<file path="config.mk">
export PLATFORM = sky130hd
export DESIGN_NAME = pmu_regfile
export DESIGN_NICKNAME = d
export VERILOG_FILES = /design/src/rtl/pmu_pkg.sv /design/src/rtl/pmu_irq_ctrl.sv /design/src/rtl/pmu_adc_bank.sv /design/src/rtl/pmu_ctrl_regs.sv /design/src/rtl/pmu_regfile.sv
export SDC_FILE = /design/constraint.sdc
export NUM_CORES = 1
export LEC_CHECK = 0
export ABC_AREA = 1
export BUFFER_PORTS_ARGS = -buffer_cell sky130_fd_sc_hd__buf_2
export CAP_MARGIN = 0
export CORE_ASPECT_RATIO = 0.5
export CORE_MARGIN = 8
export CORE_UTILIZATION = 45
export DETAILED_ROUTE_END_ITERATION = 6
export PLACE_DENSITY = 0.65
export SYNTH_ARGS = -nofsm -noshare
export SYNTH_HDL_FRONTEND = slang
export SYNTH_SLANG_ARGS = --single-unit
</file>
<file path="constraint.sdc">
create_clock -name clk -period 2.9 [get_ports clk]
set_clock_uncertainty 0.05 [all_clocks]
set_input_delay 0.725 -clock clk [delete_from_list [all_inputs] [get_ports clk]]
set_output_delay 0.725 -clock clk [all_outputs]
set_load 0.05 [all_outputs]
</file>
<file path="src/rtl/pmu_pkg.sv">
// Package: register indexes and bit positions shared by the register file.
// Assumes a 5-bit index space; positions here are decoded by bus masters.
package pmu_pkg;
    localparam int REG_ID       = 'h00;
    localparam int REG_IRQ_STAT = 'h01;
    localparam int REG_IRQ_MASK = 'h02;
    localparam int REG_CAL      = 'h06;
    localparam int REG_ADC      = 'h08;
    localparam int REG_SAMPLE   = 'h09;
    localparam int REG_CTRL_A   = 'h0D;
    localparam int REG_CTRL_B   = 'h0E;
    localparam int REG_KEYSTAT  = 'h16;
    localparam int REG_WDOG     = 'h17;

    localparam logic [15:0] ID_BASE = 16'h0215;
    localparam int ID_VARIANT_BIT   = 7;
    localparam int IRQ_KEY_BIT      = 0;
    localparam int IRQ_ADC_BIT      = 8;
    localparam int KEYSTAT_BIT      = 5;
    localparam int WDOG_EN_BIT      = 1;
    localparam int ADC_CH_LSB       = 10;
    localparam int ADC_CH_W         = 4;
endpackage

</file>
<file path="src/rtl/pmu_irq_ctrl.sv">
// Interrupt controller: XOR-toggled status, mask (1 = blocked), registered irq.
// Assumes set events are single-cycle and take priority over a same-cycle XOR.
module pmu_irq_ctrl #(
    parameter int DATA_W  = 16,
    parameter int KEY_BIT = 0,
    parameter int ADC_BIT = 8
) (
    input  logic              clk,
    input  logic              rst_n,
    input  logic              stat_wr,
    input  logic              mask_wr,
    input  logic [DATA_W-1:0] wdata,
    input  logic              key_set,
    input  logic              adc_set,
    output logic [DATA_W-1:0] status_q,
    output logic [DATA_W-1:0] mask_q,
    output logic              irq
);
    logic [DATA_W-1:0] set_vec;
    logic [DATA_W-1:0] status_xor;

    // Collect event-driven set bits into one vector.
    always_comb begin
        set_vec          = '0;
        set_vec[KEY_BIT] = key_set;
        set_vec[ADC_BIT] = adc_set;
    end

    // Apply the software toggle before the event sets so events win.
    always_comb begin
        status_xor = stat_wr ? (status_q ^ wdata) : status_q;
    end

    // Status register update.
    always_ff @(posedge clk) begin
        if (!rst_n) status_q <= '0;
        else        status_q <= status_xor | set_vec;
    end

    // Mask register update.
    always_ff @(posedge clk) begin
        if (!rst_n)       mask_q <= '1;
        else if (mask_wr) mask_q <= wdata;
    end

    // Registered interrupt output from the current unmasked status.
    always_ff @(posedge clk) begin
        if (!rst_n) irq <= 1'b0;
        else        irq <= |(status_q & ~mask_q);
    end

    a_r3_full_mask_quiet: assert property (@(posedge clk) disable iff (!rst_n)
        (&$past(mask_q)) |-> !irq);
    a_r12_key_set_wins: assert property (@(posedge clk) disable iff (!rst_n)
        key_set |=> status_q[KEY_BIT]);
    a_r5_adc_done_set: assert property (@(posedge clk) disable iff (!rst_n)
        adc_set |=> status_q[ADC_BIT]);
    a_r3_mask_holds: assert property (@(posedge clk) disable iff (!rst_n)
        !mask_wr |=> $stable(mask_q));
endmodule

</file>
<file path="src/rtl/pmu_adc_bank.sv">
// ADC channel selector, per-channel result bank and clear-on-one sample word.
// Assumes ADC_W does not exceed CH_LSB so channel and result fields do not overlap.
module pmu_adc_bank #(
    parameter int          DATA_W      = 16,
    parameter int          ADC_CH      = 16,
    parameter int          ADC_W       = 10,
    parameter int          CH_LSB      = 10,
    parameter int          CH_W        = 4,
    parameter logic [15:0] SAMPLE_INIT = 16'h0000
) (
    input  logic              clk,
    input  logic              rst_n,
    input  logic              sel_wr,
    input  logic              sample_wr,
    input  logic [DATA_W-1:0] wdata,
    input  logic              load_en,
    input  logic [CH_W-1:0]   load_chan,
    input  logic [ADC_W-1:0]  load_val,
    output logic [DATA_W-1:0] adc_word,
    output logic [DATA_W-1:0] sample_q
);
    logic [CH_W-1:0]  chan_q;
    logic [ADC_W-1:0] result [ADC_CH];
    logic [ADC_W-1:0] picked;

    // Channel selector update from the write word's channel field.
    always_ff @(posedge clk) begin
        if (!rst_n)      chan_q <= '0;
        else if (sel_wr) chan_q <= wdata[CH_LSB +: CH_W];
    end

    // One result entry per channel, loaded only on a matching index.
    for (genvar g = 0; g < ADC_CH; g++) begin : g_result
        always_ff @(posedge clk) begin
            if (!rst_n)
                result[g] <= '0;
            else if (load_en && (int'(load_chan) == g))
                result[g] <= load_val;
        end
    end

    // Select the addressed result; indexes past the bank yield zero.
    always_comb begin
        picked = '0;
        for (int k = 0; k < ADC_CH; k++) begin
            if (int'(chan_q) == k) picked = result[k];
        end
    end

    // Assemble the read word: channel field above, result below.
    always_comb begin
        adc_word                     = '0;
        adc_word[CH_LSB +: CH_W]     = chan_q;
        adc_word[ADC_W-1:0]          = picked;
    end

    // Sample-control word: written ones clear bits.
    always_ff @(posedge clk) begin
        if (!rst_n)         sample_q <= SAMPLE_INIT[DATA_W-1:0];
        else if (sample_wr) sample_q <= sample_q & ~wdata;
    end

    a_r6_no_new_ones: assert property (@(posedge clk) disable iff (!rst_n)
        sample_wr |=> ((sample_q & ~$past(sample_q)) == '0));
    a_r6_idle_stable: assert property (@(posedge clk) disable iff (!rst_n)
        !sample_wr |=> $stable(sample_q));
    a_r4_chan_holds: assert property (@(posedge clk) disable iff (!rst_n)
        !sel_wr |=> $stable(chan_q));
endmodule

</file>
<file path="src/rtl/pmu_ctrl_regs.sv">
// Calibration and control words, key-status bit and watchdog shutdown latch.
// Assumes the watchdog arm bit is sampled from the control word before the write.
module pmu_ctrl_regs #(
    parameter int          DATA_W      = 16,
    parameter logic [15:0] CAL_INIT    = 16'h0001,
    parameter int          KEY_BIT     = 5,
    parameter int          WDOG_EN_BIT = 1
) (
    input  logic              clk,
    input  logic              rst_n,
    input  logic              cal_wr,
    input  logic              ctrla_wr,
    input  logic              ctrlb_wr,
    input  logic              wdog_wr,
    input  logic [DATA_W-1:0] wdata,
    input  logic              key_event,
    input  logic              key_pressed,
    output logic [DATA_W-1:0] cal_q,
    output logic [DATA_W-1:0] ctrla_q,
    output logic [DATA_W-1:0] ctrlb_q,
    output logic [DATA_W-1:0] keystat_word,
    output logic              shutdown_req
);
    logic key_up_q;
    logic wdog_fire;

    // Calibration word storage.
    always_ff @(posedge clk) begin
        if (!rst_n)      cal_q <= CAL_INIT[DATA_W-1:0];
        else if (cal_wr) cal_q <= wdata;
    end

    // Control word A storage (holds the watchdog arm bit).
    always_ff @(posedge clk) begin
        if (!rst_n)        ctrla_q <= '0;
        else if (ctrla_wr) ctrla_q <= wdata;
    end

    // Control word B storage.
    always_ff @(posedge clk) begin
        if (!rst_n)        ctrlb_q <= '0;
        else if (ctrlb_wr) ctrlb_q <= wdata;
    end

    // Key-up flag follows the key level captured with each event pulse.
    always_ff @(posedge clk) begin
        if (!rst_n)         key_up_q <= 1'b1;
        else if (key_event) key_up_q <= !key_pressed;
    end

    // Expose the key-up flag at its bit position.
    always_comb begin
        keystat_word          = '0;
        keystat_word[KEY_BIT] = key_up_q;
    end

    // Decide whether this access trips the watchdog.
    always_comb begin
        wdog_fire = wdog_wr && (wdata == '0) && ctrla_q[WDOG_EN_BIT];
    end

    // Sticky shutdown request until reset.
    always_ff @(posedge clk) begin
        if (!rst_n)         shutdown_req <= 1'b0;
        else if (wdog_fire) shutdown_req <= 1'b1;
    end

    a_r7_shutdown_sticky: assert property (@(posedge clk) disable iff (!rst_n)
        shutdown_req |=> shutdown_req);
    a_r7_shutdown_cause: assert property (@(posedge clk) disable iff (!rst_n)
        $rose(shutdown_req) |-> $past(wdog_wr && (wdata == '0) && ctrla_q[WDOG_EN_BIT]));
    a_r8_key_level: assert property (@(posedge clk) disable iff (!rst_n)
        key_event |=> (keystat_word[KEY_BIT] == !$past(key_pressed)));
    a_r9_cal_holds: assert property (@(posedge clk) disable iff (!rst_n)
        !cal_wr |=> $stable(cal_q));
endmodule

</file>
<file path="src/rtl/pmu_regfile.sv">
// Top: register decode and read mux for the power-management register file.
// Assumes one access per cycle from the bus front end; reads have no side effects.
module pmu_regfile #(
    parameter int          DATA_W      = 16,
    parameter int          ADDR_W      = 5,
    parameter int          ADC_CH      = 16,
    parameter int          ADC_W       = 10,
    parameter logic [15:0] SAMPLE_INIT = 16'h0000,
    parameter logic [15:0] CAL_INIT    = 16'h0001
) (
    input  logic              clk,
    input  logic              rst_n,
    input  logic              variant_strap,
    input  logic              acc_valid,
    input  logic              acc_write,
    input  logic [ADDR_W-1:0] acc_reg,
    input  logic [DATA_W-1:0] acc_wdata,
    output logic [DATA_W-1:0] acc_rdata,
    input  logic              key_event,
    input  logic              key_pressed,
    input  logic              adc_load,
    input  logic [3:0]        adc_load_chan,
    input  logic [ADC_W-1:0]  adc_load_value,
    output logic              irq,
    output logic              shutdown_req
);
    import pmu_pkg::*;

    localparam int CH_W = ADC_CH_W;

    logic wr;
    logic stat_wr, mask_wr, cal_wr, adc_wr, sample_wr;
    logic ctrla_wr, ctrlb_wr, wdog_wr;
    logic [DATA_W-1:0] status_q, mask_q, adc_word, sample_q;
    logic [DATA_W-1:0] cal_q, ctrla_q, ctrlb_q, keystat_word;
    logic [DATA_W-1:0] id_word;

    // Per-register write strobes.
    always_comb begin
        wr        = acc_valid && acc_write;
        stat_wr   = wr && (int'(acc_reg) == REG_IRQ_STAT);
        mask_wr   = wr && (int'(acc_reg) == REG_IRQ_MASK);
        cal_wr    = wr && (int'(acc_reg) == REG_CAL);
        adc_wr    = wr && (int'(acc_reg) == REG_ADC);
        sample_wr = wr && (int'(acc_reg) == REG_SAMPLE);
        ctrla_wr  = wr && (int'(acc_reg) == REG_CTRL_A);
        ctrlb_wr  = wr && (int'(acc_reg) == REG_CTRL_B);
        wdog_wr   = wr && (int'(acc_reg) == REG_WDOG);
    end

    // Identity word with the strap-controlled variant bit.
    always_comb begin
        id_word                 = ID_BASE[DATA_W-1:0];
        id_word[ID_VARIANT_BIT] = variant_strap;
    end

    pmu_irq_ctrl #(
        .DATA_W (DATA_W),
        .KEY_BIT(IRQ_KEY_BIT),
        .ADC_BIT(IRQ_ADC_BIT)
    ) u_irq (
        .clk     (clk),
        .rst_n   (rst_n),
        .stat_wr (stat_wr),
        .mask_wr (mask_wr),
        .wdata   (acc_wdata),
        .key_set (key_event),
        .adc_set (adc_wr),
        .status_q(status_q),
        .mask_q  (mask_q),
        .irq     (irq)
    );

    pmu_adc_bank #(
        .DATA_W     (DATA_W),
        .ADC_CH     (ADC_CH),
        .ADC_W      (ADC_W),
        .CH_LSB     (ADC_CH_LSB),
        .CH_W       (CH_W),
        .SAMPLE_INIT(SAMPLE_INIT)
    ) u_adc (
        .clk      (clk),
        .rst_n    (rst_n),
        .sel_wr   (adc_wr),
        .sample_wr(sample_wr),
        .wdata    (acc_wdata),
        .load_en  (adc_load),
        .load_chan(adc_load_chan),
        .load_val (adc_load_value),
        .adc_word (adc_word),
        .sample_q (sample_q)
    );

    pmu_ctrl_regs #(
        .DATA_W     (DATA_W),
        .CAL_INIT   (CAL_INIT),
        .KEY_BIT    (KEYSTAT_BIT),
        .WDOG_EN_BIT(WDOG_EN_BIT)
    ) u_ctrl (
        .clk         (clk),
        .rst_n       (rst_n),
        .cal_wr      (cal_wr),
        .ctrla_wr    (ctrla_wr),
        .ctrlb_wr    (ctrlb_wr),
        .wdog_wr     (wdog_wr),
        .wdata       (acc_wdata),
        .key_event   (key_event),
        .key_pressed (key_pressed),
        .cal_q       (cal_q),
        .ctrla_q     (ctrla_q),
        .ctrlb_q     (ctrlb_q),
        .keystat_word(keystat_word),
        .shutdown_req(shutdown_req)
    );

    // Read multiplexer; unlisted indexes return zero.
    always_comb begin
        case (int'(acc_reg))
            REG_ID:       acc_rdata = id_word;
            REG_IRQ_STAT: acc_rdata = status_q;
            REG_IRQ_MASK: acc_rdata = mask_q;
            REG_CAL:      acc_rdata = cal_q;
            REG_ADC:      acc_rdata = adc_word;
            REG_SAMPLE:   acc_rdata = sample_q;
            REG_CTRL_A:   acc_rdata = ctrla_q;
            REG_CTRL_B:   acc_rdata = ctrlb_q;
            REG_KEYSTAT:  acc_rdata = keystat_word;
            default:      acc_rdata = '0;
        endcase
    end

    // identity upper byte never moves.
    always_comb begin
        if (int'(acc_reg) == REG_ID)
            a_r1_id_upper: assert (acc_rdata[15:8] == 8'h02);
    end

    a_r10_wdog_reads_zero: assert property (@(posedge clk) disable iff (!rst_n)
        (int'(acc_reg) == REG_WDOG) |-> (acc_rdata == '0));
endmodule

</file>
== After elaboration in Yosys (flattened, before gate mapping) ==
Memories as Yosys holds them, arrays and structs flattened.
Index checks and enable logic that the tools add are counted.
Widths: inputs -> output; s select.

* Memories: 1
* Bits in writable memories: 160
* Register bits after elaboration: 103
* Logic and storage cells: 195
* Output and inout port bits: 18
* Latch bits: 0
* ROM bits: 0

* Multiply operators: 0
* Muxes and demuxes: 83
* Order comparisons: 0
* Eq/ne operators: 46
* Shift-type cells: 0
* Bitwise operators: 22
* Div/mod/pow operators: 0
* $add $sub $neg: 0
* Reduce and logical (&&, ||, !) cells: 33

{| class="wikitable"
|+ Memory list
! memory !! words !! bits a word !! rd ports !! clocked after Yosys merged registers in !! write ports !! RTL line !! RTL
|-
| u_adc.result || 16 || 10 || 16 || 0 || 16 || pmu_adc_bank.sv:23 || <nowiki>logic [ADC_W-1:0] result [ADC_CH];</nowiki>
|}

{| class="wikitable"
|+ Operators with widths
! kind !! number
|-
| $mux 10 || 32
|-
| $pmux 16 s9 || 1
|-
| $eq 4x4->1 const B || 16
|-
| $mux 1 || 49
|-
| $and 16x16->16 || 2
|-
| $eq 4x3->1 const B || 8
|-
| $not 16->16 || 2
|-
| $eq 5x5->1 const B || 6
|-
| $logic_and 1x1->1 || 27
|-
| $eq 5x4->1 const B || 5
|-
| $eq 4x2->1 const B || 4
|-
| $logic_not 16->1 || 1
|-
| $mux 16 || 1
|-
| $or 1x1->1 || 16
|-
| $or 16x9->16 || 1
|-
| $reduce_or 16->1 || 1
|-
| $xor 16x16->16 || 1
|-
| $eq 5x2->1 const B || 2
|-
| $eq 5x3->1 const B || 2
|-
| $eq 4x1->1 const B || 2
|-
| $logic_not 4->1 || 2
|-
| $eq 5x1->1 const B || 1
|-
| $logic_not 5->1 || 1
|-
| $logic_not 1->1 || 1
|}

== Depth between registers and ports, before layout ==
* Depth after elaboration: 18
* Mapped depth: 15

== Modules after synthesis ==
Synthesis repeated with hierarchy kept, for this count alone.

* Cells, all modules: 1,508
* Area, all modules: 12,415.7 µm²

{| class="wikitable"
|+ By module, submodules not included
! module !! area each (µm²) !! cells each !! seq. area each (µm²) !! instances
|-
| pmu_adc_bank || 7,783.7 || 791 || 5,205.0 || 1
|-
| pmu_ctrl_regs || 1,909.3 || 236 || 1,001.0 || 1
|-
| pmu_irq_ctrl || 1,406.3 || 186 || 660.6 || 1
|-
| pmu_regfile || 1,316.3 || 295 || 0.0 || 1
|}

== Worst setup path after synthesis ==
OpenSTA, ideal clock, no wires.

* Path type: input-to-output
* Start point: input port acc_reg[0]
* End point: output port acc_rdata[14]
* Stages: 8
* Path slack: -0.205 ns
* Arrival time: 2.330 ns
* Cell sequence: inv_1 > nand2_1 > nor2_1 > inv_2 > nor2_1 > inv_1 > buf_2 > o2111ai_1

* Cells in the longest elaborated chain, start to end: 2

{| class="wikitable"
|+ Ends and longest elaborated chain
! what !! RTL line !! RTL
|-
| from (decl) || pmu_regfile.sv:16 || <nowiki>input logic [ADDR_W-1:0] acc_reg,</nowiki>
|-
| $eq 5x5->1 (tied with other cells) || pmu_regfile.sv:118 || <nowiki>case (int'(acc_reg))</nowiki>
|-
| $pmux 16 s9 * || pmu_regfile.sv:118 ||
|-
| to (decl) || pmu_regfile.sv:18 || <nowiki>output logic [DATA_W-1:0] acc_rdata,</nowiki>
|}

Mark *: on every way between the ends. The rest lies on a longest branch, timed or not.

== Worst setup path in the final report ==
* Start point: register u_adc.chan_q[1]
* End point: output port acc_rdata[3]

* Cells in the longest elaborated chain, start to end: 18

{| class="wikitable"
|+ Ends and longest elaborated chain
! what !! RTL line !! RTL
|-
| from (decl) || pmu_adc_bank.sv:22 || <nowiki>logic [CH_W-1:0] chan_q;</nowiki>
|-
| from (signal assigned) || pmu_adc_bank.sv:29 || <nowiki>else if (sel_wr) chan_q <= wdata[CH_LSB +: CH_W];</nowiki>
|-
| $logic_not 4->1 || pmu_adc_bank.sv:46 || <nowiki>if (int'(chan_q) == k) picked = result[k];</nowiki>
|-
| $mux 10 (15 in series) || pmu_adc_bank.sv:46 ||
|-
| $mux 10 * || pmu_adc_bank.sv:46 ||
|-
| $pmux 16 s9 * || pmu_regfile.sv:118 ||
|}

Marks and branches as above.

==> flow_summary_export.csv <==
group,metric,value,unit
logic_synthesis,synth.top_cell.area_share,0.409,
run,maxCapViolCount,0,
grt,gr-total-overflow,0,
critical_path,worst_r2r_startpoint,"u_irq.status_q[2]",
placed_design,placed_cell_area,0.0130,mm2
cts,clk_latency,530,ps
pwr,seq_power_share,0.522,
timing,setup_viol,11,
layout,nets,1520,
layout,final_area,0.0146,mm2
floorplanning,ios,61,
min_path,hold_path_class,"input port to register",
timing,fmax,0.286,GHz
pwr,switchingPower,1.87,mW
logic_synthesis,synth_warnings,0,
min_path,min_from,"key_pressed",
logic_synthesis,synth_area_leaders,"edfxtp_1 41%, dfxtp_1 18%, nand2_1 7.6%",
logic_synthesis,async_flop_share,0,
critical_path,path_max_fanout,5,
critical_path,worstReg2RegEnd,"u_irq.irq",
timing,whs,327,ps
timing,rsz0062_at_grt,"yes",
logic_synthesis,synth-seq-cells,263,
pwr,p_leak,5.86,nW
placed_design,globalplace.congestion,0.870,
logic_synthesis,syn_nets,1371,
cts,cts_buffers,25,
outcome,outcome,"finished with violations",
logic_synthesis,ys_types,38,
timing,fin_ws,-593,ps
pwr,power.share.clock,0.412,
critical_path,start_kind,"register",
logic_synthesis,ys_seq_area_frac,0.585,
pwr,p_int,6.09,mW
critical_path,critPathRequiredTime,2120,ps
grt,grt_max_degree,54,
logic_synthesis,synth_largest_area_cell,"edfxtp_1",
floorplanning,coreArea,0.0254,mm2
logic_synthesis,syn_area,0.0117,mm2
floorplanning,initial_utilization,0.461,
min_path,hold_end,"u_ctrl.key_up_q",
cts,cts_hold_buf,0,
logic_synthesis,ys.flop_type,"edfxtp_1",
pwr,irDropWorstVdd,0.413,mV
timing,max_slew_margin,0.294,
grt,grt_antenna_before_repair,1,
timing,tightestPinTransition,1060,ps
logic_synthesis,synthCells,1328,
critical_path,r2r_slack,1560,ps
cts,cts.sinks,263,
layout,syn_to_final_growth,24.2,%
min_path,worstHoldPathCells,2,
pwr,switching_share,0.235,
routing,drt_wl_total,35200,um
layout,regArea,0.00688,mm2
outcome,violations,"setup timing",
grt,grt_use_total,0.216,
timing,final-max-slew-violation-count,0,
timing,min_period_over_period,1.20,
cts,htreeDepth,1,
cts,cts_buffer_depth,3,
floorplanning,dieArea,0.0318,mm2
routing,drt-vias-per-instance,5.58,
logic_synthesis,synth-edff-count,160,
floorplanning,num_rows,41,
timing,setup_tns,-5160,ps
placed_design,dp_hpwl,23900,um
pwr,powerDensity,546,mW/mm2
cts,root_buffer,"clkbuf_16",
layout,multiInputGateArea,0.00455,mm2
critical_path,ff2ff_path_depth,4,
grt,grt_pass1_wl,54400,um
routing,first_pass_iters,7,
cts,path_clk_slew,60,ps
routing,post-route-drc-count,0,
critical_path,end_kind,"primary output",
critical_path,crit_type,"register to primary output",
floorplanning,fp.dieW,244,um
routing,initialDrtViolationCount,1009,
grt,first_global_vias,9866,
timing,final_hold_viol_count,0,
routing,vias,10300,
layout,drive_gt1_frac,0.218,
placed_design,preCtsSetupSlack,-763,ps
logic_synthesis,synth.avg_cell_area,8.84,um2
routing,wl_per_cell,19.1,um
critical_path,worstPathArrival,2720,ps
placed_design,port_buffers,60,
cts,cts_tree,"yes",
pwr,comb_power_share,0.066,
floorplanning,die_h,130,um
layout,fill_cells,2199,
routing,ant_nets,0,
timing,period_minus_slack,3490,ps
==> cell families after synthesis <==
group | count (synthesis) | share of synthesized area
AO/OA/AOI/OAI | 211 | 0.106
buffers and inverters | 196 | 0.0649
AND/OR/NAND/NOR | 658 | 0.244
flip-flops | 263 | 0.585
==> timing repair <==
item                                   4_1_cts  5_1_grt
setup endpoints to repair                   16       16
cloned                                       1        0
buffers inserted                            14        6
endpoints found under the hold margin        0        0
pin swaps                                   51       65
gates resized for setup                    122       51
==> worst max-delay path by stage <==
stage,slack (ps),startpoint,cells past startpoint,end
2_1_floorplan,-160,acc_reg[1],6,acc_rdata[12]
3_3_place_gp,-880,acc_reg[0],12,acc_rdata[8]
3_5_place_dp,-760,acc_reg[0],12,acc_rdata[8]
4_1_cts,-590,u_adc.chan_q[1],14,acc_rdata[3]
5_1_grt,-730,u_adc.chan_q[1],14,acc_rdata[5]
6_report,-590,u_adc.chan_q[1],14,acc_rdata[3]
==> flip-flops by register name, indices dropped and copies added (netlist names) <==
name	cells
u_adc.chan_q	4
u_adc.result	160
u_adc.sample_q	16
u_ctrl.cal_q	16
u_ctrl.ctrla_q	16
u_ctrl.ctrlb_q	16
u_ctrl.key_up_q	1
u_ctrl.shutdown_req	1
u_irq.irq	1
u_irq.mask_q	16
u_irq.status_q	16
==> layer usage <==
layer / global-route usage / share of wire / vias up
li1: - / - / 4807
met1: 0.288 / 0.42 / 4924
met3: 0.0351 / 0.080 / 74
met4: 0.0691 / 0.027 / 0
met5: 0 / 0 / -
met2: 0.361 / 0.47 / 456
==> per-stage QoR <==
step,power [mW],std cells,utilization
after global routing,8.18,1840,0.573
final,7.96,1840,0.573
after CTS,7.96,1834,0.563
after detailed placement,4.70,1775,0.511
after floorplan,4.47,1328,-
after global placement,4.69,1775,0.511
==> power by group through the flow <==
stage	clock, mW	sequential [mW]	combinational [mW]
floorplan	0	4.21	0.251
detailed placement	0	4.23	0.465
global route	3.45	4.16	0.560
global placement	0	4.23	0.458
CTS	3.31	4.15	0.504
finish	3.28	4.15	0.524
==> worst max-delay path: stages (launching register included) <==
cell and delay [ps]:
dfxtp_4 380, inv_4 40, nor2_4 200, nand2_8 80
buf_6 120, or2_0 220, nand2_1 90, nand4_1 100
nand2_2 100, nand4_1 120, nor3_2 270, nand4_1 140
nand2_1 110, nand2_1 70, buf_6 150
==> synth_stat cells (6+ instances only) <==
cell         n
clkbuf_1    36
nor3b_1     12
inv_1      137
o211ai_1    18
o22ai_1     15
nor2_2       7
edfxtp_1   160
a211oi_1    15
a2111oi_0    6
or2_2        8
nand4_1     40
nand3_1     60
nor2_1     236
buf_2       12
o21ai_0     77
or2_0       11
a21oi_1     60
a221oi_1     6
dfxtp_1    103
nor3_1      34
nand2_1    237
==> area by class of cell <==
type                            instances  share of cell area
Sequential cell                       263               0.471
Multi-Input combinational cell        870               0.312
Timing Repair Buffer                  174              0.0944
Clock buffer                           32              0.0468
Inverter                              143              0.0373
Tap cell                              344              0.0295
Clock inverter                         13             0.00806
Antenna cell                            1            0.000172
==> placed cells by master, fill, tap and decap left out, drive strengths merged, types with 32 or more instances in the layout <==
cell,instances
a21oi,60
clkbuf,32
nor3,37
nand4,40
o21ai,77
inv,143
buf,174
nand2,239
dfxtp,103
nor2,247
nand3,60
edfxtp,160
Power figures use the tool's default switching activity.
